`config.mk`:
```
export PLATFORM = sky130hd
export DESIGN_NAME = mdio_c45_seq
export DESIGN_NICKNAME = d
export VERILOG_FILES = /design/src/rtl/mdio_seq_pkg.sv /design/src/rtl/mdio_seq_dp.sv /design/src/rtl/mdio_seq_ctl.sv /design/src/rtl/mdio_c45_seq.sv
export SDC_FILE = /design/constraint.sdc
export NUM_CORES = 1
export LEC_CHECK = 0
export ABC_AREA = 1
export CAP_MARGIN = 20
export CORE_MARGIN = 8
export CORE_UTILIZATION = 38
export CTS_CLUSTER_SIZE = 28
export DETAILED_ROUTE_END_ITERATION = 10
export PLACE_DENSITY_LB_ADDON = 0.12
export SLEW_MARGIN = 20
export SYNTH_ARGS = -nofsm -noshare
export SYNTH_HDL_FRONTEND = slang
export SYNTH_SLANG_ARGS = --single-unit
```
`constraint.sdc`:
```
create_clock -name clk -period 1.4 [get_ports clk]
set_input_delay 0.14 -clock clk [delete_from_list [all_inputs] [get_ports clk]]
set_output_delay 0.14 -clock clk [all_outputs]
set_load 0.01 [all_outputs]
```
`src/rtl/mdio_seq_pkg.sv`:
```
package mdio_seq_pkg;

  typedef enum logic [1:0] {
    ERR_NONE     = 2'd0,
    ERR_LOCK     = 2'd1,
    ERR_ADDR_TMO = 2'd2,
    ERR_DATA_TMO = 2'd3
  } errCode_t;

  typedef enum logic [1:0] {
    OP_ADDR  = 2'b00,
    OP_WRITE = 2'b01,
    OP_READ  = 2'b11
  } mdioOp_t;

  // strobes from the control FSM to the datapath
  typedef struct packed {
    logic     capture;    // latch request fields
    logic     issueCmd;   // command goes out, restart timers
    logic     dataPhase;  // command is the data-phase one
    logic     waitTick;   // advance the poll interval timer
    logic     pollFail;   // a poll saw busy, count it
    logic     grabRead;   // capture read field
    logic     setErr;     // record error code
    errCode_t errVal;
  } seqCtl_t;

endpackage

```
`src/rtl/mdio_seq_dp.sv`:
```
module mdio_seq_dp
  import mdio_seq_pkg::*;
#(
  parameter int CMD_W         = 32,
  parameter int REG_LSB       = 0,
  parameter int DEV_LSB       = 16,
  parameter int PORT_LSB      = 21,
  parameter int OP_LSB        = 26,
  parameter int START_BIT     = 30,
  parameter int RD_REG_W      = 32,
  parameter int RD_SHIFT      = 16,
  parameter int POLL_INTERVAL = 500,
  parameter int MAX_POLLS     = 100
) (
  input  logic                clk,
  input  logic                rstN,
  input  seqCtl_t             ctl,
  input  logic                reqWrite,
  input  logic [15:0]         reqRegAddr,
  input  logic [4:0]          reqDevType,
  input  logic [4:0]          reqPortAddr,
  input  logic [15:0]         reqWrData,
  input  logic                portIdSel,
  input  logic [RD_REG_W-1:0] phyDataReg,
  output logic                isWrite,
  output logic                lockSel,
  output logic                intervalDone,
  output logic                lastPoll,
  output logic [CMD_W-1:0]    cmdWord,
  output logic [15:0]         wrData,
  output logic [15:0]         rdData,
  output errCode_t            errCode
);

  localparam int DATA_W = 16;
  localparam int TMR_W  = (POLL_INTERVAL > 1) ? $clog2(POLL_INTERVAL) : 1;
  localparam int POLL_W = (MAX_POLLS > 1) ? $clog2(MAX_POLLS) : 1;
  localparam logic [TMR_W-1:0]  TMR_LAST  = TMR_W'(POLL_INTERVAL - 1);
  localparam logic [POLL_W-1:0] POLL_LAST = POLL_W'(MAX_POLLS - 1);

  logic [15:0]       regAddrQ;
  logic [4:0]        devTypeQ;
  logic [4:0]        portAddrQ;
  logic              writeQ;
  logic              portSelQ;
  logic [15:0]       wrDataQ;
  logic [DATA_W-1:0] rdDataQ;
  errCode_t          errQ;
  logic [TMR_W-1:0]  tmrCnt;
  logic [POLL_W-1:0] pollCnt;
  mdioOp_t           curOp;

  always_ff @(posedge clk or negedge rstN) begin
    if (!rstN) begin
      regAddrQ  <= '0;
      devTypeQ  <= '0;
      portAddrQ <= '0;
      writeQ    <= 1'b0;
      portSelQ  <= 1'b0;
      wrDataQ   <= '0;
    end else if (ctl.capture) begin
      regAddrQ  <= reqRegAddr;
      devTypeQ  <= reqDevType;
      portAddrQ <= reqPortAddr;
      writeQ    <= reqWrite;
      portSelQ  <= portIdSel;
      wrDataQ   <= reqWrData;
    end
  end

  // interval timer and poll counter
  always_ff @(posedge clk or negedge rstN) begin
    if (!rstN) begin
      tmrCnt  <= '0;
      pollCnt <= '0;
    end else if (ctl.issueCmd) begin
      tmrCnt  <= '0;
      pollCnt <= '0;
    end else begin
      if (ctl.waitTick) tmrCnt <= intervalDone ? '0 : tmrCnt + 1'b1;
      if (ctl.pollFail) pollCnt <= pollCnt + 1'b1;
    end
  end

  assign intervalDone = (tmrCnt == TMR_LAST);
  assign lastPoll     = (pollCnt == POLL_LAST);

  always_ff @(posedge clk or negedge rstN) begin
    if (!rstN) begin
      errQ    <= ERR_NONE;
      rdDataQ <= '0;
    end else begin
      if (ctl.capture)     errQ <= ERR_NONE;
      else if (ctl.setErr) errQ <= ctl.errVal;
      if (ctl.grabRead)    rdDataQ <= DATA_W'(phyDataReg >> RD_SHIFT);
    end
  end

  always_comb begin
    if (!ctl.dataPhase) curOp = OP_ADDR;
    else if (writeQ)    curOp = OP_WRITE;
    else                curOp = OP_READ;
  end

  always_comb begin
    cmdWord                  = '0;
    cmdWord[REG_LSB +: 16]   = regAddrQ;
    cmdWord[DEV_LSB +: 5]    = devTypeQ;
    cmdWord[PORT_LSB +: 5]   = portAddrQ;
    cmdWord[OP_LSB +: 2]     = curOp;
    cmdWord[START_BIT]       = 1'b1;
  end

  assign isWrite = writeQ;
  assign lockSel = portSelQ;
  assign wrData  = wrDataQ;
  assign rdData  = rdDataQ;
  assign errCode = errQ;

  // the poll counter never passes its last value while polling
  assert_poll_bound_R5: assert property (@(posedge clk) disable iff (!rstN)
    ctl.pollFail |-> !lastPoll);

endmodule

```
`src/rtl/mdio_seq_ctl.sv`:
```
module mdio_seq_ctl
  import mdio_seq_pkg::*;
(
  input  logic     clk,
  input  logic     rstN,
  input  logic     reqValid,
  input  logic     isWrite,
  input  logic     lockGrant,
  input  logic     phyBusy,
  input  logic     intervalDone,
  input  logic     lastPoll,
  input  errCode_t errCode,
  output seqCtl_t  ctl,
  output logic     reqAck,
  output logic     lockTry,
  output logic     lockRelease,
  output logic     cmdStrobe,
  output logic     dataWrStrobe,
  output logic     rspDone,
  output logic     rspError
);

  typedef enum logic [2:0] {
    S_IDLE, S_LOCK, S_LOAD, S_ADDR, S_ADDR_WAIT, S_DATA, S_DATA_WAIT, S_FINISH
  } seqState_t;

  seqState_t state, nextState;

  always_ff @(posedge clk or negedge rstN) begin
    if (!rstN) state <= S_IDLE;
    else       state <= nextState;
  end

  always_comb begin
    nextState    = state;
    ctl          = '0;
    reqAck       = 1'b0;
    lockTry      = 1'b0;
    lockRelease  = 1'b0;
    cmdStrobe    = 1'b0;
    dataWrStrobe = 1'b0;
    rspDone      = 1'b0;
    rspError     = 1'b0;
    unique case (state)
      S_IDLE: if (reqValid) begin
        reqAck      = 1'b1;
        ctl.capture = 1'b1;
        nextState   = S_LOCK;
      end
      S_LOCK: begin
        lockTry = 1'b1;
        if (lockGrant) nextState = isWrite ? S_LOAD : S_ADDR;
        else begin
          ctl.setErr = 1'b1;
          ctl.errVal = ERR_LOCK;
          nextState  = S_FINISH;
        end
      end
      S_LOAD: begin
        dataWrStrobe = 1'b1;
        nextState    = S_ADDR;
      end
      S_ADDR: begin
        cmdStrobe    = 1'b1;
        ctl.issueCmd = 1'b1;
        nextState    = S_ADDR_WAIT;
      end
      S_ADDR_WAIT: begin
        ctl.waitTick = 1'b1;
        if (intervalDone) begin
          if (!phyBusy) nextState = S_DATA;
          else if (lastPoll) begin
            ctl.setErr = 1'b1;
            ctl.errVal = ERR_ADDR_TMO;
            nextState  = S_FINISH;
          end else ctl.pollFail = 1'b1;
        end
      end
      S_DATA: begin
        cmdStrobe     = 1'b1;
        ctl.issueCmd  = 1'b1;
        ctl.dataPhase = 1'b1;
        nextState     = S_DATA_WAIT;
      end
      S_DATA_WAIT: begin
        ctl.waitTick = 1'b1;
        if (intervalDone) begin
          if (!phyBusy) begin
            ctl.grabRead = !isWrite;
            nextState    = S_FINISH;
          end else if (lastPoll) begin
            ctl.setErr = 1'b1;
            ctl.errVal = ERR_DATA_TMO;
            nextState  = S_FINISH;
          end else ctl.pollFail = 1'b1;
        end
      end
      S_FINISH: begin
        rspDone     = (errCode == ERR_NONE);
        rspError    = (errCode != ERR_NONE);
        lockRelease = (errCode != ERR_LOCK);
        nextState   = S_IDLE;
      end
      default: nextState = S_IDLE;
    endcase
  end

  // acknowledge never repeats on consecutive cycles
  assert_ack_gap_R1: assert property (@(posedge clk) disable iff (!rstN)
    reqAck |=> !reqAck);

  // done and error are exclusive
  assert_rsp_excl_R9: assert property (@(posedge clk) disable iff (!rstN)
    !(rspDone && rspError));

  // a response lasts one cycle
  assert_rsp_pulse_R9: assert property (@(posedge clk) disable iff (!rstN)
    (rspDone || rspError) |=> !(rspDone || rspError));

  // release only together with the response
  assert_release_with_rsp_R8: assert property (@(posedge clk) disable iff (!rstN)
    lockRelease |-> (rspDone || rspError));

endmodule

```
`src/rtl/mdio_c45_seq.sv`:
```
module mdio_c45_seq
  import mdio_seq_pkg::*;
#(
  parameter int CMD_W         = 32,
  parameter int REG_LSB       = 0,
  parameter int DEV_LSB       = 16,
  parameter int PORT_LSB      = 21,
  parameter int OP_LSB        = 26,
  parameter int START_BIT     = 30,
  parameter int RD_REG_W      = 32,
  parameter int RD_SHIFT      = 16,
  parameter int POLL_INTERVAL = 500,
  parameter int MAX_POLLS     = 100
) (
  input  logic                clk,
  input  logic                rstN,
  input  logic                reqValid,
  input  logic                reqWrite,
  input  logic [15:0]         reqRegAddr,
  input  logic [4:0]          reqDevType,
  input  logic [4:0]          reqPortAddr,
  input  logic [15:0]         reqWrData,
  output logic                reqAck,
  output logic                rspDone,
  output logic                rspError,
  output logic [1:0]          rspErrCode,
  output logic [15:0]         rspRdData,
  input  logic                portIdSel,
  output logic                lockTry,
  output logic                lockSel,
  input  logic                lockGrant,
  output logic                lockRelease,
  output logic                cmdStrobe,
  output logic [CMD_W-1:0]    cmdWord,
  output logic                dataWrStrobe,
  output logic [15:0]         dataWrValue,
  input  logic                phyBusy,
  input  logic [RD_REG_W-1:0] phyDataReg
);

  seqCtl_t  ctl;
  errCode_t errCode;
  logic     isWrite;
  logic     intervalDone;
  logic     lastPoll;

  mdio_seq_ctl u_ctl (
    .clk          (clk),
    .rstN         (rstN),
    .reqValid     (reqValid),
    .isWrite      (isWrite),
    .lockGrant    (lockGrant),
    .phyBusy      (phyBusy),
    .intervalDone (intervalDone),
    .lastPoll     (lastPoll),
    .errCode      (errCode),
    .ctl          (ctl),
    .reqAck       (reqAck),
    .lockTry      (lockTry),
    .lockRelease  (lockRelease),
    .cmdStrobe    (cmdStrobe),
    .dataWrStrobe (dataWrStrobe),
    .rspDone      (rspDone),
    .rspError     (rspError)
  );

  mdio_seq_dp #(
    .CMD_W         (CMD_W),
    .REG_LSB       (REG_LSB),
    .DEV_LSB       (DEV_LSB),
    .PORT_LSB      (PORT_LSB),
    .OP_LSB        (OP_LSB),
    .START_BIT     (START_BIT),
    .RD_REG_W      (RD_REG_W),
    .RD_SHIFT      (RD_SHIFT),
    .POLL_INTERVAL (POLL_INTERVAL),
    .MAX_POLLS     (MAX_POLLS)
  ) u_dp (
    .clk          (clk),
    .rstN         (rstN),
    .ctl          (ctl),
    .reqWrite     (reqWrite),
    .reqRegAddr   (reqRegAddr),
    .reqDevType   (reqDevType),
    .reqPortAddr  (reqPortAddr),
    .reqWrData    (reqWrData),
    .portIdSel    (portIdSel),
    .phyDataReg   (phyDataReg),
    .isWrite      (isWrite),
    .lockSel      (lockSel),
    .intervalDone (intervalDone),
    .lastPoll     (lastPoll),
    .cmdWord      (cmdWord),
    .wrData       (dataWrValue),
    .rdData       (rspRdData),
    .errCode      (errCode)
  );

  assign rspErrCode = errCode;

  // ordering trackers for the assertions below
  logic addrPending;
  logic lockHeld;
  always_ff @(posedge clk or negedge rstN) begin
    if (!rstN) begin
      addrPending <= 1'b0;
      lockHeld    <= 1'b0;
    end else begin
      if (cmdStrobe) addrPending <= (cmdWord[OP_LSB +: 2] == OP_ADDR);
      else if (rspDone || rspError) addrPending <= 1'b0;
      if (lockTry && lockGrant) lockHeld <= 1'b1;
      else if (lockRelease)     lockHeld <= 1'b0;
    end
  end

  // a data command follows an address command of the same access
  assert_addr_first_R2: assert property (@(posedge clk) disable iff (!rstN)
    (cmdStrobe && cmdWord[OP_LSB +: 2] != OP_ADDR) |-> addrPending);

  // write data load is followed at once by the address command
  assert_wrdata_lead_R3: assert property (@(posedge clk) disable iff (!rstN)
    dataWrStrobe |=> (cmdStrobe && cmdWord[OP_LSB +: 2] == OP_ADDR));

  // no bus command without the lock
  assert_cmd_locked_R7: assert property (@(posedge clk) disable iff (!rstN)
    cmdStrobe |-> lockHeld);

  // the lock is only returned when held
  assert_release_held_R8: assert property (@(posedge clk) disable iff (!rstN)
    lockRelease |-> lockHeld);

endmodule

```
==> summary.md, run 1 <==
| Metric | Value |
|---|---|
| GR Overflow Total | 0 |
| Worst VDD drop | 0.000547 V |
| DRT Pass-1 Iters | 5 |
| Post-synth top cells | 220 x nand2_1, 81 x dfrtp_1, 29 x nand3_1 |
| Top cells by area, synth | dfrtp_1 54%, nand2_1 22%, nand3_1 3.9% |
| Core ar. | 9680 um2 |
| Row cnt | 36 |
| Starting DRT DRC Count | 215 |
| Met1 Use GR | 21.9% |
| Root Buffer | clkbuf_8 |
| Outcome | complete, but fails checks |
| P_int | 3.26 mW |
| H-Tree Depth | 3 |
| Post-synth cell types | 28 |
| Ys Warns | 0 |
| Slew Viols, Final | 0 |
| Pleak | 3.42 nW |
| Setup CP Type | flop to output port |
| Post-synth top area cell | dfrtp_1 |
| Peak Freq | 652 MHz |
| DR DRC count | 0 |
| GRT Max-Usage Layer | met2 |
| Placer congestion estimate | 0.811 |
| Vias in the first global route | 3610 |
| Met2 Usage GRT | 27.6% |
| Layout area overhead | 59.0% |
| Met3 GRT Util | 7.76% |
| Die ar. | 13300 um2 |
| Synth Register Bits | 81 |
| WL/cell | 15.4 um |
| Number of synthesized flops with an enable pin | 0 |
| Crit. End Element | output port |
| Final worst slack | -0.134 ns |
| CP arrival | 1.39 ns |
| Antenna fix cells | 0 |
| Register area share after synthesis | 53.9% |
| Post-synthesis average cell area | 8.19 um2 |
| Minimum hold slack | 0.234 ns |
| Reg clk slew, reported paths | 0.09 ns |
| Max clock buf depth | 2 |
| Fin nets | 723 |
| P_sw | 1.02 mW |
| Layout cell share with drive strength beyond 1 | 20.9% |
| Total Routing Usage GR | 17.7% |
| Sequential share of power | 54.5% |
| Avg Vias per Cell | 4.64 |
| Ys async rst share | 100% |
| Placed cell count | 746 |
| Final Instance Count excl. Fillers | 778 |
| Die H | 115 um |
| Total Wirelength | 12.0 mm |
| Min-delay worst type | input pin to asynchronous set/reset pin |
| Pin count of the biggest net entering global routing | 35 |
| Netlist Area Pre-Place | 3760 um2 |
| Failing checks | negative setup slack |
| Max_cap viols | 0 |
| PD cells | 717 nW/um2 |
| Clock Power Share | 39.1% |
| Post-Synthesis Cells | 459 |
| CTS tree | yes |
| Required time of the critical path | 1.26 ns |
| Port bufs | 134 |
| Top-count cell post-synth | nand2_1 |
| Post-DP HPWL | 8.25 mm |
| Initial antenna violation count | 0 |
| RSZ-0062 raised after global routing | yes |
| Filler cell count | 899 |
| Switching part of the total | 23.8% |
| Top_reg_cell synth | dfrtp_1 |
| Max FO, Critical Path | 4 |
| Initial core utilization | 38.8% |
| Vias | 3611 |
| Tcrit/Tclk final | 110% |
| Post-synth top area share | 53.9% |
| Clk_lat worst skew | 0.37 ns |
| Die width | 115 um |
| Worst setup SP type | flop |
| Clock skew | 0.0128 ns |
| Clk sink count | 81 |
| I/O Pins | 155 |
| Final setup violation count | 30 |
| Comb pwr share | 6.4% |
| Num CTS Buffers | 9 |
| Final hold vios | 0 |
| Antenna Nets Post-Route | 0 |
| Fin crit period | 1.53 ns |
| First-pass GRT wire length | 18.4 mm |
timing repair:
action / in CTS / in global routing
setup endpoints to repair: 103 / 91
cloned: 1 / 2
pin swaps: 8 / 5
hold buffers: 1 / 0
setup buffers: 12 / 2
endpoints found under the hold margin: 24 / 0
resized for setup: 129 / 37
logic make-up (layout without fill, tap and decap cells):
| family | after synthesis | in the layout | share of synthesized area, % |
|---|---|---|---|
| AOI/OAI and AO/OA | 15 | 15 | 2.26 |
| xor gates and xnor gates | 6 | 6 | 1.40 |
| adders and majority gates | 2 | 2 | 0.666 |
| buffers and inverters | 53 | 236 | 7.33 |
| DFF | 81 | 81 | 53.9 |
| other | 2 | 4 | 0.200 |
| and+or+nand+nor | 300 | 301 | 34.2 |
path summary, 6_finish.rpt:
check                           depth (start not counted)                       start                      endpoint  slack [ns]
max in group asynchronous                               3                        rstN    u_ctl.state[2]$_DFFE_PN0P_        0.65
worst min-delay path                                    2                        rstN   u_dp.pollCnt[1]$_DFFE_PN0P_        0.23
min in group clk                                        3               reqRegAddr[6]  u_dp.regAddrQ[6]$_DFFE_PN0P_        0.30
worst max register to register                          8  u_ctl.state[2]$_DFFE_PN0P_    u_dp.rdData[5]$_DFFE_PN0P_       -0.10
worst min register to register                          2  u_dp.rdData[5]$_DFFE_PN0P_    u_dp.rdData[5]$_DFFE_PN0P_        0.47
worst max-delay path                                    5  u_ctl.state[1]$_DFFE_PN0P_                        reqAck       -0.13
power by group through the flow:
stage / Sequential (mW) / Clock [mW] / Combinational, mW
after floorplan: 2.38 / 0 / 0.0259
after global placement: 2.38 / 0 / 0.267
after detailed placement: 2.38 / 0 / 0.269
after CTS: 2.34 / 1.71 / 0.275
after global routing: 2.34 / 1.80 / 0.298
final: 2.34 / 1.67 / 0.273
cell type report:
type | instances | area (um2) | area share [%]
Tap cell | 133 | 166 | 2.78
Clock buffer | 11 | 151 | 2.53
Inverter | 33 | 128 | 2.14
Sequential cell | 81 | 2030 | 34.0
Clock inverter | 5 | 36.3 | 0.607
Timing Repair Buffer | 187 | 1820 | 30.4
Multi-Input combinational cell | 328 | 1650 | 27.5
routing by layer:
| metal | part of all wire, % | wire, um | vias to the layer above |
|---|---|---|---|
| met5 | 0 | 0 | - |
| met1 | 43 | 5100 | 1666 |
| li1 | - | - | 1798 |
| met3 | 9.8 | 1180 | 10 |
| met4 | 1.1 | 136 | 0 |
| met2 | 47 | 5570 | 137 |
state kept, by name, summed over array words and instances (netlist names):
name,count
u_dp.errCode,2
u_dp.tmrCnt,9
u_dp.devTypeQ,5
u_dp.portAddrQ,5
u_dp.pollCnt,7
u_dp.wrData,16
u_dp.lockSel,1
u_dp.isWrite,1
u_dp.rdData,16
u_dp.regAddrQ,16
u_ctl.state,3
per-stage QoR:
stage                     utilization (%)  instance area (um2)  setup slack, ns  power [mW]  TNS [ns]
after floorplan                         -                 3770         -0.00633        2.41   -0.0628
after global placement               56.8                 5500           -0.153        2.65     -2.29
after detailed placement             56.8                 5500           -0.170        2.65     -3.03
after CTS                            59.6                 5770           -0.110        4.32     -1.74
after global routing                 61.7                 5980           -0.213        4.44     -7.18
final                                61.7                 5980           -0.134        4.28     -2.14
worst max-delay path, cell delays in order (launching register included):
cell and delay, ns:
dfrtp_2 0.46, buf_6 0.13, nor2_4 0.12, nand3_2 0.11, inv_2 0.10, buf_6 0.11
cell usage in the layout, fill, tap and decap left out, types with 4 or more instances in the layout:
| cell type | Yosys | routed |
|---|---|---|
| buf_2 | 4 | 4 |
| inv_2 | 5 | 6 |
| nand2_1 | 220 | 209 |
| buf_4 | 7 | 36 |
| nor2_1 | 16 | 8 |
| nand4_1 | 20 | 20 |
| nor2_2 | 2 | 6 |
| conb_1 | 2 | 4 |
| nor2_4 | 3 | 7 |
| nand3_2 | 1 | 8 |
| xor2_1 | 5 | 5 |
| inv_1 | 27 | 25 |
| nand2_2 | 3 | 11 |
| clkbuf_8 | 0 | 11 |
| clkdlybuf4s50_1 | 0 | 63 |
| nand3_1 | 29 | 22 |
| o21ai_0 | 6 | 6 |
| dfrtp_1 | 81 | 77 |
| buf_6 | 6 | 11 |
| dfrtp_2 | 0 | 4 |
| buf_12 | 0 | 7 |
| dlygate4sd2_1 | 0 | 59 |
No activity file was read; power rests on OpenSTA's default activity.
==> run 2: changes to the inputs <==
--- a/config.mk
+++ b/config.mk
@@ -6,12 +6,11 @@
 export NUM_CORES = 1
 export LEC_CHECK = 0
 export ABC_AREA = 1
-export CAP_MARGIN = 20
 export CORE_MARGIN = 8
 export CORE_UTILIZATION = 38
 export CTS_CLUSTER_SIZE = 28
 export DETAILED_ROUTE_END_ITERATION = 10
-export PLACE_DENSITY_LB_ADDON = 0.12
+export PLACE_DENSITY = 0.78
 export SLEW_MARGIN = 20
 export SYNTH_ARGS = -nofsm -noshare
 export SYNTH_HDL_FRONTEND = slang
==> run 2 against run 1 <==
Against the previous run:
- the run still ends with negative setup slack left
- first-iteration DRC count shrank 18%
- non-clock buffer count is 9 higher
- routed wire length is 1.6% higher
- global-route usage is 0.84 points lower
- clock-buffer cell count shrank 1
- critical path depth unchanged
- utilization grew 1.4 points
- sequential power about the same
- fmax shrank 0.21%
- sequential share of layout area fell by 0.84 points
- combinational power hardly changed
- flip-flop and latch count did not move
- critical endpoint unchanged
==> summary.md, run 2 (synthesized netlist as in run 1, its figures left out) <==
| Metric | Value |
|---|---|
| I/O Pins | 155 (unchanged) |
| Setup CP Type | flop to output port (unchanged) |
| Initial core utilization | 38.8% (unchanged) |
| Core ar. | 9680 um2 (unchanged) |
| RSZ-0062 raised after global routing | yes (unchanged) |
| Tcrit/Tclk final | 110% (about the same) |
| WL/cell | 15.5 um (was 15.4 um) |
| Crit-path max cell delay | 0.46 ns (about the same) |
| Minimum hold slack | 0.268 ns (was 0.234 ns) |
| PD cells | 738 nW/um2 (was 717 nW/um2) |
| Comb pwr share | 6.0% (was 6.4%) |
| Place WS | -0.187 ns (was -0.170 ns) |
| Clk_lat worst skew | 0.35 ns (was 0.37 ns) |
| Num CTS Buffers | 9 (unchanged) |
| Final Cell Area | 6120 um2 (was 5980 um2) |
| First-pass GRT wire length | 18.0 mm (was 18.4 mm) |
| Switching part of the total | 22.0% (was 23.8%) |
| Layout cell share with drive strength beyond 1 | 23.1% (was 20.9%) |
| Die width | 115 um (unchanged) |
| Post-DP HPWL | 8.11 mm (was 8.25 mm) |
| Slew Viols, Final | 0 (unchanged) |
| Min-delay worst type | input pin to asynchronous set/reset pin (unchanged) |
| Sequential share of power | 51.8% (was 54.5%) |
| Crit. End Element | output port (unchanged) |
| Layout area overhead | 62.8% (was 59.0%) |
| Final worst slack | -0.137 ns (was -0.134 ns) |
| P_sw | 991 uW (was 1.02 mW) |
| Total Wirelength | 12.2 mm (was 12.0 mm) |
| Final setup violation count | 76 (was 30) |
| Commonest non-fill, non-tap cell in the layout | nand2_1 (unchanged) |
| Avg Vias per Cell | 4.85 (was 4.64) |
| Die ar. | 13300 um2 (unchanged) |
| Outcome | complete, but fails checks (unchanged) |
| Pleak | 3.45 nW (was 3.42 nW) |
| Area after DPL | 5470 um2 (was 5500 um2) |
| Clock skew | 0.0146 ns (was 0.0128 ns) |
| Port bufs | 134 (unchanged) |
| Die H | 115 um (unchanged) |
| DR DRC count | 0 (unchanged) |
| Antenna fix cells | 0 (unchanged) |
| Max clock buf depth | 2 (unchanged) |
| Max_cap viols | 0 (unchanged) |
| Vias | 3820 (was 3611) |
| Total Routing Usage GR | 16.8% (was 17.7%) |
| H-Tree Depth | 3 (unchanged) |
| Fin crit period | 1.54 ns (was 1.53 ns) |
| Reg clk slew, reported paths | 0.08 ns (was 0.09 ns) |
| Pin count of the biggest net entering global routing | 46 (was 35) |
| Worst setup SP type | flop (unchanged) |
| Required time of the critical path | 1.26 ns (about the same) |
| Starting DRT DRC Count | 176 (was 215) |
| Max FO, Critical Path | 5 (was 4) |
| CP bufs+invs | 3 (unchanged) |
| Clk sink count | 81 (unchanged) |
| Fin util | 63.2% (was 61.7%) |
| GR Overflow Total | 0 (unchanged) |
| Fin nets | 732 (was 723) |
| P_int | 3.52 mW (was 3.26 mW) |
| Row cnt | 36 (unchanged) |
| Peak Freq | 651 MHz (was 652 MHz) |
| Vias in the first global route | 3829 (was 3610) |
| Crit path cell chain | buf_4, nor2_4, nand3_4, inv_4, buf_6 (was buf_6, nor2_4, nand3_2, inv_2, buf_6) |
| Leading cell types in the layout, fill and taps excluded | 200 x nand2_1, 80 x dfrtp_1, 63 x clkdlybuf4s50_1, 60 x dlygate4sd2_1, 47 x buf_4 (was 209 x nand2_1, 77 x dfrtp_1, 63 x clkdlybuf4s50_1, 59 x dlygate4sd2_1, 36 x buf_4) |
| Final hold vios | 0 (unchanged) |
| Crit-path leading delay family | flip-flops (unchanged) |
| Worst VDD drop | 0.000524 V (was 0.000547 V) |
| Critical Path Slowest Stage Cell | dfrtp_2 (unchanged) |
| CTS tree | yes (unchanged) |
| Antenna Nets Post-Route | 0 (unchanged) |
| Placer congestion estimate | 0.866 (was 0.811) |
| Initial antenna violation count | 0 (unchanged) |
| Failing checks | negative setup slack (unchanged) |
| Root Buffer | clkbuf_8 (unchanged) |
| CP arrival | 1.40 ns (was 1.39 ns) |
| DRT Pass-1 Iters | 5 (unchanged) |
| Clock Power Share | 42.2% (was 39.1%) |
run 2: changes by cell type in the layout (fill, tap and decap cells not counted), moves of 3 or more:
cell     change
o21ai_0      -3
nand2_1      -9
nor2_2       -3
nand3_2      +5
nand3_1      -7
dfrtp_2      -3
buf_4       +11
nand2_2      +9
dfrtp_1      +3
o21ai_1      +3
buf_6        -6
run 2: through the flow:
step                cells  power, mW  setup TNS, ns
CTS                   772       4.56          -3.05
detailed placement    749       2.65          -7.96
floorplan             461       2.41        -0.0628
finish                787       4.51          -4.19
global route          787       4.67          -9.75
global placement      749       2.65          -6.33
run 2: layer usage:
metal  GRT usage [%]  routed length (um)  vias to the layer above
met5               0                   0                        -
met1            19.9                4790                     1836
met2            27.4                6110                      138
met3            5.73                1000                       31
li1                -                   -                     1815
met4            7.09                 275                        0
run 2: timing repair:
action / in CTS / in global routing
pin swaps: 1 / 18
hold buffers: 1 / 0
gates resized for setup: 115 / 59
cloned: 0 / 6
buffers inserted: 6 / 9
endpoints found under the setup margin: 145 / 87
hold endpoints to repair: 28 / 0
run 2: area by class of cell:
cell class,count,area [um2]
Timing Repair Buffer,196,1880
Inverter,33,130
Tap cell,133,166
Multi-Input combinational cell,328,1690
Sequential cell,81,2030
Clock inverter,6,90.1
Fill cell,825,3570
Clock buffer,10,128
run 2: final timing paths:
check | startpoint | to | slack (ns) | cells past startpoint
worst max-delay path | u_ctl.state[1]$_DFFE_PN0P_ | reqAck | -0.14 | 5
worst min-delay path | rstN | u_dp.pollCnt[6]$_DFFE_PN0P_ | 0.27 | 2
worst max register to register | u_ctl.state[0]$_DFFE_PN0P_ | u_dp.rdData[9]$_DFFE_PN0P_ | -0.12 | 9
worst min register to register | u_dp.rdData[14]$_DFFE_PN0P_ | u_dp.rdData[14]$_DFFE_PN0P_ | 0.47 | 2
max in group asynchronous | rstN | u_dp.wrData[7]$_DFFE_PN0P_ | 0.56 | 3
min in group clk | reqRegAddr[4] | u_dp.regAddrQ[4]$_DFFE_PN0P_ | 0.31 | 3
run 2: power groups by stage:
stage	logic, mW	registers (mW)	clock network [mW]
after detailed placement	0.266	2.38	0
final	0.272	2.34	1.90
after global routing	0.295	2.34	2.04
after CTS	0.271	2.34	1.95
after global placement	0.262	2.38	0
after floorplan	0.0259	2.38	0
==> run 3: changes to the inputs <==
--- a/config.mk
+++ b/config.mk
@@ -10,8 +10,9 @@
 export CORE_UTILIZATION = 38
 export CTS_CLUSTER_SIZE = 28
 export DETAILED_ROUTE_END_ITERATION = 10
-export PLACE_DENSITY = 0.78
+export PLACE_DENSITY = 0.79
 export SLEW_MARGIN = 20
 export SYNTH_ARGS = -nofsm -noshare
 export SYNTH_HDL_FRONTEND = slang
+export SYNTH_HIERARCHICAL = 1
 export SYNTH_SLANG_ARGS = --single-unit
==> constraint.sdc (replaced) <==
create_clock -name clk -period 1.25 [get_ports clk]
set_input_delay 0.125 -clock clk [delete_from_list [all_inputs] [get_ports clk]]
set_output_delay 0.125 -clock clk [all_outputs]
set_load 0.01 [all_outputs]
==> run 3 against run 2 <==
Against the previous run:
- the run still ends with negative setup slack left
- synthesized area down 3.0%
- register-to-register slack lost 0.71 ns
- non-clock buffer count rose by 58
- critical path type is now flop to flop
- highest routed layer unchanged
==> summary.md, run 3 <==
| Metric | Value |
|---|---|
| Outcome | complete, but fails checks (unchanged) |
| Failing checks | negative setup slack (unchanged) |
| Worst reg-to-reg setup slack | -0.83 ns (was -0.12 ns) |
| RSZ-0062 raised after global routing | yes (unchanged) |
| Max FO, Critical Path | 3 (was 5) |
| Number of synthesized flops with an enable pin | 0 (unchanged) |
| Max clock buf depth | 2 (unchanged) |
| Place WS | -0.704 ns (was -0.187 ns) |
| Avg Vias per Cell | 5.14 (was 4.85) |
| Final Instance Count excl. Fillers | 804 (was 787) |
| Post-synth top cells | 180 x nand2_1, 81 x dfrtp_1, 23 x inv_1 (was 220 x nand2_1, 81 x dfrtp_1, 29 x nand3_1) |
| Root Buffer | clkbuf_8 (unchanged) |
| Final worst slack | -0.829 ns (was -0.137 ns) |
| Top layer used by detailed routing | met4 (unchanged) |
| Post-Synthesis Cells | 415 (was 459) |
| Layout cell share with drive strength beyond 1 | 50.1% (was 23.1%) |
| WL met1 | 6.46 mm (was 4.79 mm) |
| Pin count of the biggest net entering global routing | 29 (was 46) |
| Antenna Nets Post-Route | 0 (unchanged) |
| H-Tree Depth | 3 (unchanged) |
| Most frequent CP cell | nand2_2 |
| Die width | 114 um (was 115 um) |
| Antenna fix cells | 0 (unchanged) |
| Post-synth cell types | 33 (was 28) |
| Starting DRT DRC Count | 286 (was 176) |
| Leading cell types in the layout, fill and taps excluded | 79 x dfrtp_1, 78 x nand2_2, 70 x buf_4, 67 x nand2_1, 63 x clkdlybuf4s50_1 (was 200 x nand2_1, 80 x dfrtp_1, 63 x clkdlybuf4s50_1, 60 x dlygate4sd2_1, 47 x buf_4) |
| Pleak | 3.70 nW (was 3.45 nW) |
| CP arrival | 2.36 ns (was 1.40 ns) |
| Row cnt | 35 (was 36) |
| Peak Freq | 481 MHz |
| Fin crit period | 2.08 ns |
| DR DRC count | 0 (unchanged) |
| Die H | 114 um (was 115 um) |
| Vias | 4135 (was 3820) |
| Port bufs | 134 (unchanged) |
| Total Routing Usage GR | 22.6% (was 16.8%) |
| Final hold vios | 0 (unchanged) |
| FF-to-FF path depth | 14 (was 9) |
| Netlist Area Pre-Place | 3640 um2 (was 3760 um2) |
| Top cells by area, synth | dfrtp_1 56%, nand2_1 19%, mux2_2 4.9% (was dfrtp_1 54%, nand2_1 22%, nand3_1 3.9%) |
| Tcrit/Tclk final | 166% |
| Clk_lat worst skew | 0.36 ns (was 0.35 ns) |
| Post-synth top area share | 55.6% (was 53.9%) |
| Worst VDD drop | 0.000534 V (was 0.000524 V) |
| Die ar. | 13000 um2 (was 13300 um2) |
| Fin nets | 753 (was 732) |
| Clk sink count | 81 (unchanged) |
| Max_cap viols | 0 (unchanged) |
| Crit path cell chain | ha_2, nand2_2, nor2_4, nand2_4, inv_4, buf_6, nand2_4, nor3_4, nand2_2, nor2_4, nand2_2, o21bai_2, inv_1, nor2_1 (was buf_4, nor2_4, nand3_4, inv_4, buf_6) |
| Reg2reg end | u_dp/pollCnt[5]$_DFFE_PN0P_ (was u_dp.rdData[9]$_DFFE_PN0P_) |
| DRT Pass-1 Iters | 5 (unchanged) |
| Crit-path max cell delay | 0.37 ns (was 0.46 ns) |
| GR Overflow Total | 0 (unchanged) |
| Layout area overhead | 99.1% (was 62.8%) |
| Synth Register Bits | 81 (unchanged) |
| Final setup violation count | 90 (was 76) |
| Ys async rst share | 100% (unchanged) |
| Post-synth top area cell | dfrtp_1 (unchanged) |
| First-pass GRT wire length | 23.0 mm (was 18.0 mm) |
| CTS tree | yes (unchanged) |
| Initial core utilization | 39.3% (was 38.8%) |
| Top-count cell post-synth | nand2_1 (unchanged) |
| R2R Path Start | u_dp/tmrCnt[1]$_DFFE_PN0P_ (was u_ctl.state[0]$_DFFE_PN0P_) |
| WL/cell | 20.9 um (was 15.5 um) |
| Filler cell count | 553 (was 825) |
| Vias in the first global route | 4376 (was 3829) |
| Required time of the critical path | 1.53 ns (was 1.26 ns) |
| Clock skew | 0.0122 ns (was 0.0146 ns) |
| Core ar. | 9280 um2 (was 9680 um2) |
| Slew Viols, Final | 0 (unchanged) |
| Initial antenna violation count | 0 (unchanged) |
| PD cells | 749 nW/um2 (was 738 nW/um2) |
| Post-synthesis average cell area | 8.78 um2 (was 8.19 um2) |
| Ys Warns | 6 (was 0) |
| Area after DPL | 5630 um2 (was 5470 um2) |
| Top_reg_cell synth | dfrtp_1 (unchanged) |
| Placer congestion estimate | 0.791 (was 0.866) |
| Register area share after synthesis | 55.6% (was 53.9%) |
| Worst setup SP type | flop (unchanged) |
| Reg clk slew, reported paths | 0.09 ns (was 0.08 ns) |
| Total Wirelength | 16.8 mm (was 12.2 mm) |
| Commonest non-fill, non-tap cell in the layout | dfrtp_1 (was nand2_1) |
| Final Cell Area | 7260 um2 (was 6120 um2) |
| I/O Pins | 155 (unchanged) |
| Placed cell count | 716 (was 749) |
| Post-DP HPWL | 8.24 mm (was 8.11 mm) |
| Num CTS Buffers | 9 (unchanged) |
| Met2 WL post-DR | 8.43 mm (was 6.11 mm) |
| Critical Path Slowest Stage Cell | dfrtp_1 (was dfrtp_2) |
| Min-delay worst type | input pin to asynchronous set/reset pin (unchanged) |
| Metal3 WL | 1.28 mm (was 1.00 mm) |
| Setup CP Type | flop to flop (was flop to output port) |
| Crit. End Element | flop (was output port) |
run 3: cell count changes after synthesis, sizes merged, moves of 2 or more:
cell	before	now
buf	17	15
inv	32	30
mux2	0	16
nand2	223	183
nand3	31	14
nand3b	0	2
nand4	20	3
nor2	21	28
o21ai	6	14
o22ai	3	0
xor2	5	1
run 3: cells by family (layout without fill, tap and decap cells):
kind of cell	count (synthesis)	in the layout	synth area share, %
compound gates	24	24	4.12
xor+xnor	2	2	0.481
fa+ha+maj	2	2	0.686
buf+inv	49	307	6.39
flops	81	81	55.6
mux	16	16	4.94
other cells	2	4	0.206
simple gates	239	239	27.6
run 3: what timing repair did:
action                                 CTS  global route
hold buffers                             1             0
setup endpoints to repair              150            92
gates cloned                            14             2
gates resized for setup                253           118
endpoints found under the hold margin   81             0
buffers inserted                        47            20
pin swaps                               41            43
run 3: cell type report:
type / instances / area (um2) / area share, %
clock buffer: 10 / 138 / 1.90
clock inverter: 6 / 51.3 / 0.707
inverter: 30 / 149 / 2.05
multi-input combinational: 287 / 2090 / 28.9
sequential: 81 / 2030 / 28.0
tap: 129 / 161 / 2.22
timing repair buffer: 254 / 2520 / 34.7
timing repair inverter: 7 / 116 / 1.60
run 3: critical path, delay by kind of cell, from the launching register on:
family	cells	cell delay, ns
buffers and inverters	3	0.23
AO/OA/AOI/OAI	1	0.15
adder cells (fa/ha/maj)	1	0.20
AND/OR/NAND/NOR	9	1.05
flip-flops	1	0.37
run 3: worst max-delay path by stage:
stage                                     startpoint                           to  slack, ns  cells after the start
final                     u_dp/tmrCnt[1]$_DFFE_PN0P_  u_dp/pollCnt[5]$_DFFE_PN0P_      -0.83                     14
after global routing      u_dp/tmrCnt[2]$_DFFE_PN0P_  u_dp/pollCnt[5]$_DFFE_PN0P_      -0.89                     14
after CTS                 u_dp/tmrCnt[0]$_DFFE_PN0P_  u_dp/pollCnt[5]$_DFFE_PN0P_      -0.62                     14
after detailed placement  u_dp/tmrCnt[1]$_DFFE_PN0P_   u_dp/rdData[2]$_DFFE_PN0P_      -0.70                      9
after global placement    u_dp/tmrCnt[1]$_DFFE_PN0P_   u_dp/rdData[0]$_DFFE_PN0P_      -0.65                      9
after floorplan           u_dp/tmrCnt[0]$_DFFE_PN0P_  u_dp/rdData[10]$_DFFE_PN0P_      -0.68                     10
run 3: power by group:
group / internal [mW] / switching, mW
sequential: 2.72 / 0.0886
combinational: 0.416 / 0.306
clock: 0.801 / 1.10
total: 3.94 / 1.50
run 3: metal layers:
metal	vias to the layer above	track usage, %
met2	240	38.5
met4	0	10.7
met1	2041	25.6
met3	52	6.29
li1	1802	-
met5	-	0
run 3: through the flow:
stage / hold WS (ns) / setup TNS [ns] / utilization, % / total power [mW]
after floorplan: -0.171 / -25.22 / - / 2.98
after global placement: 0.0321 / -27.82 / 60.7 / 3.49
after detailed placement: 0.0341 / -31.39 / 60.7 / 3.51
after CTS: 0.203 / -34.67 / 73.0 / 5.36
after global routing: 0.225 / -44.31 / 78.2 / 5.62
final: 0.200 / -40.60 / 78.2 / 5.43
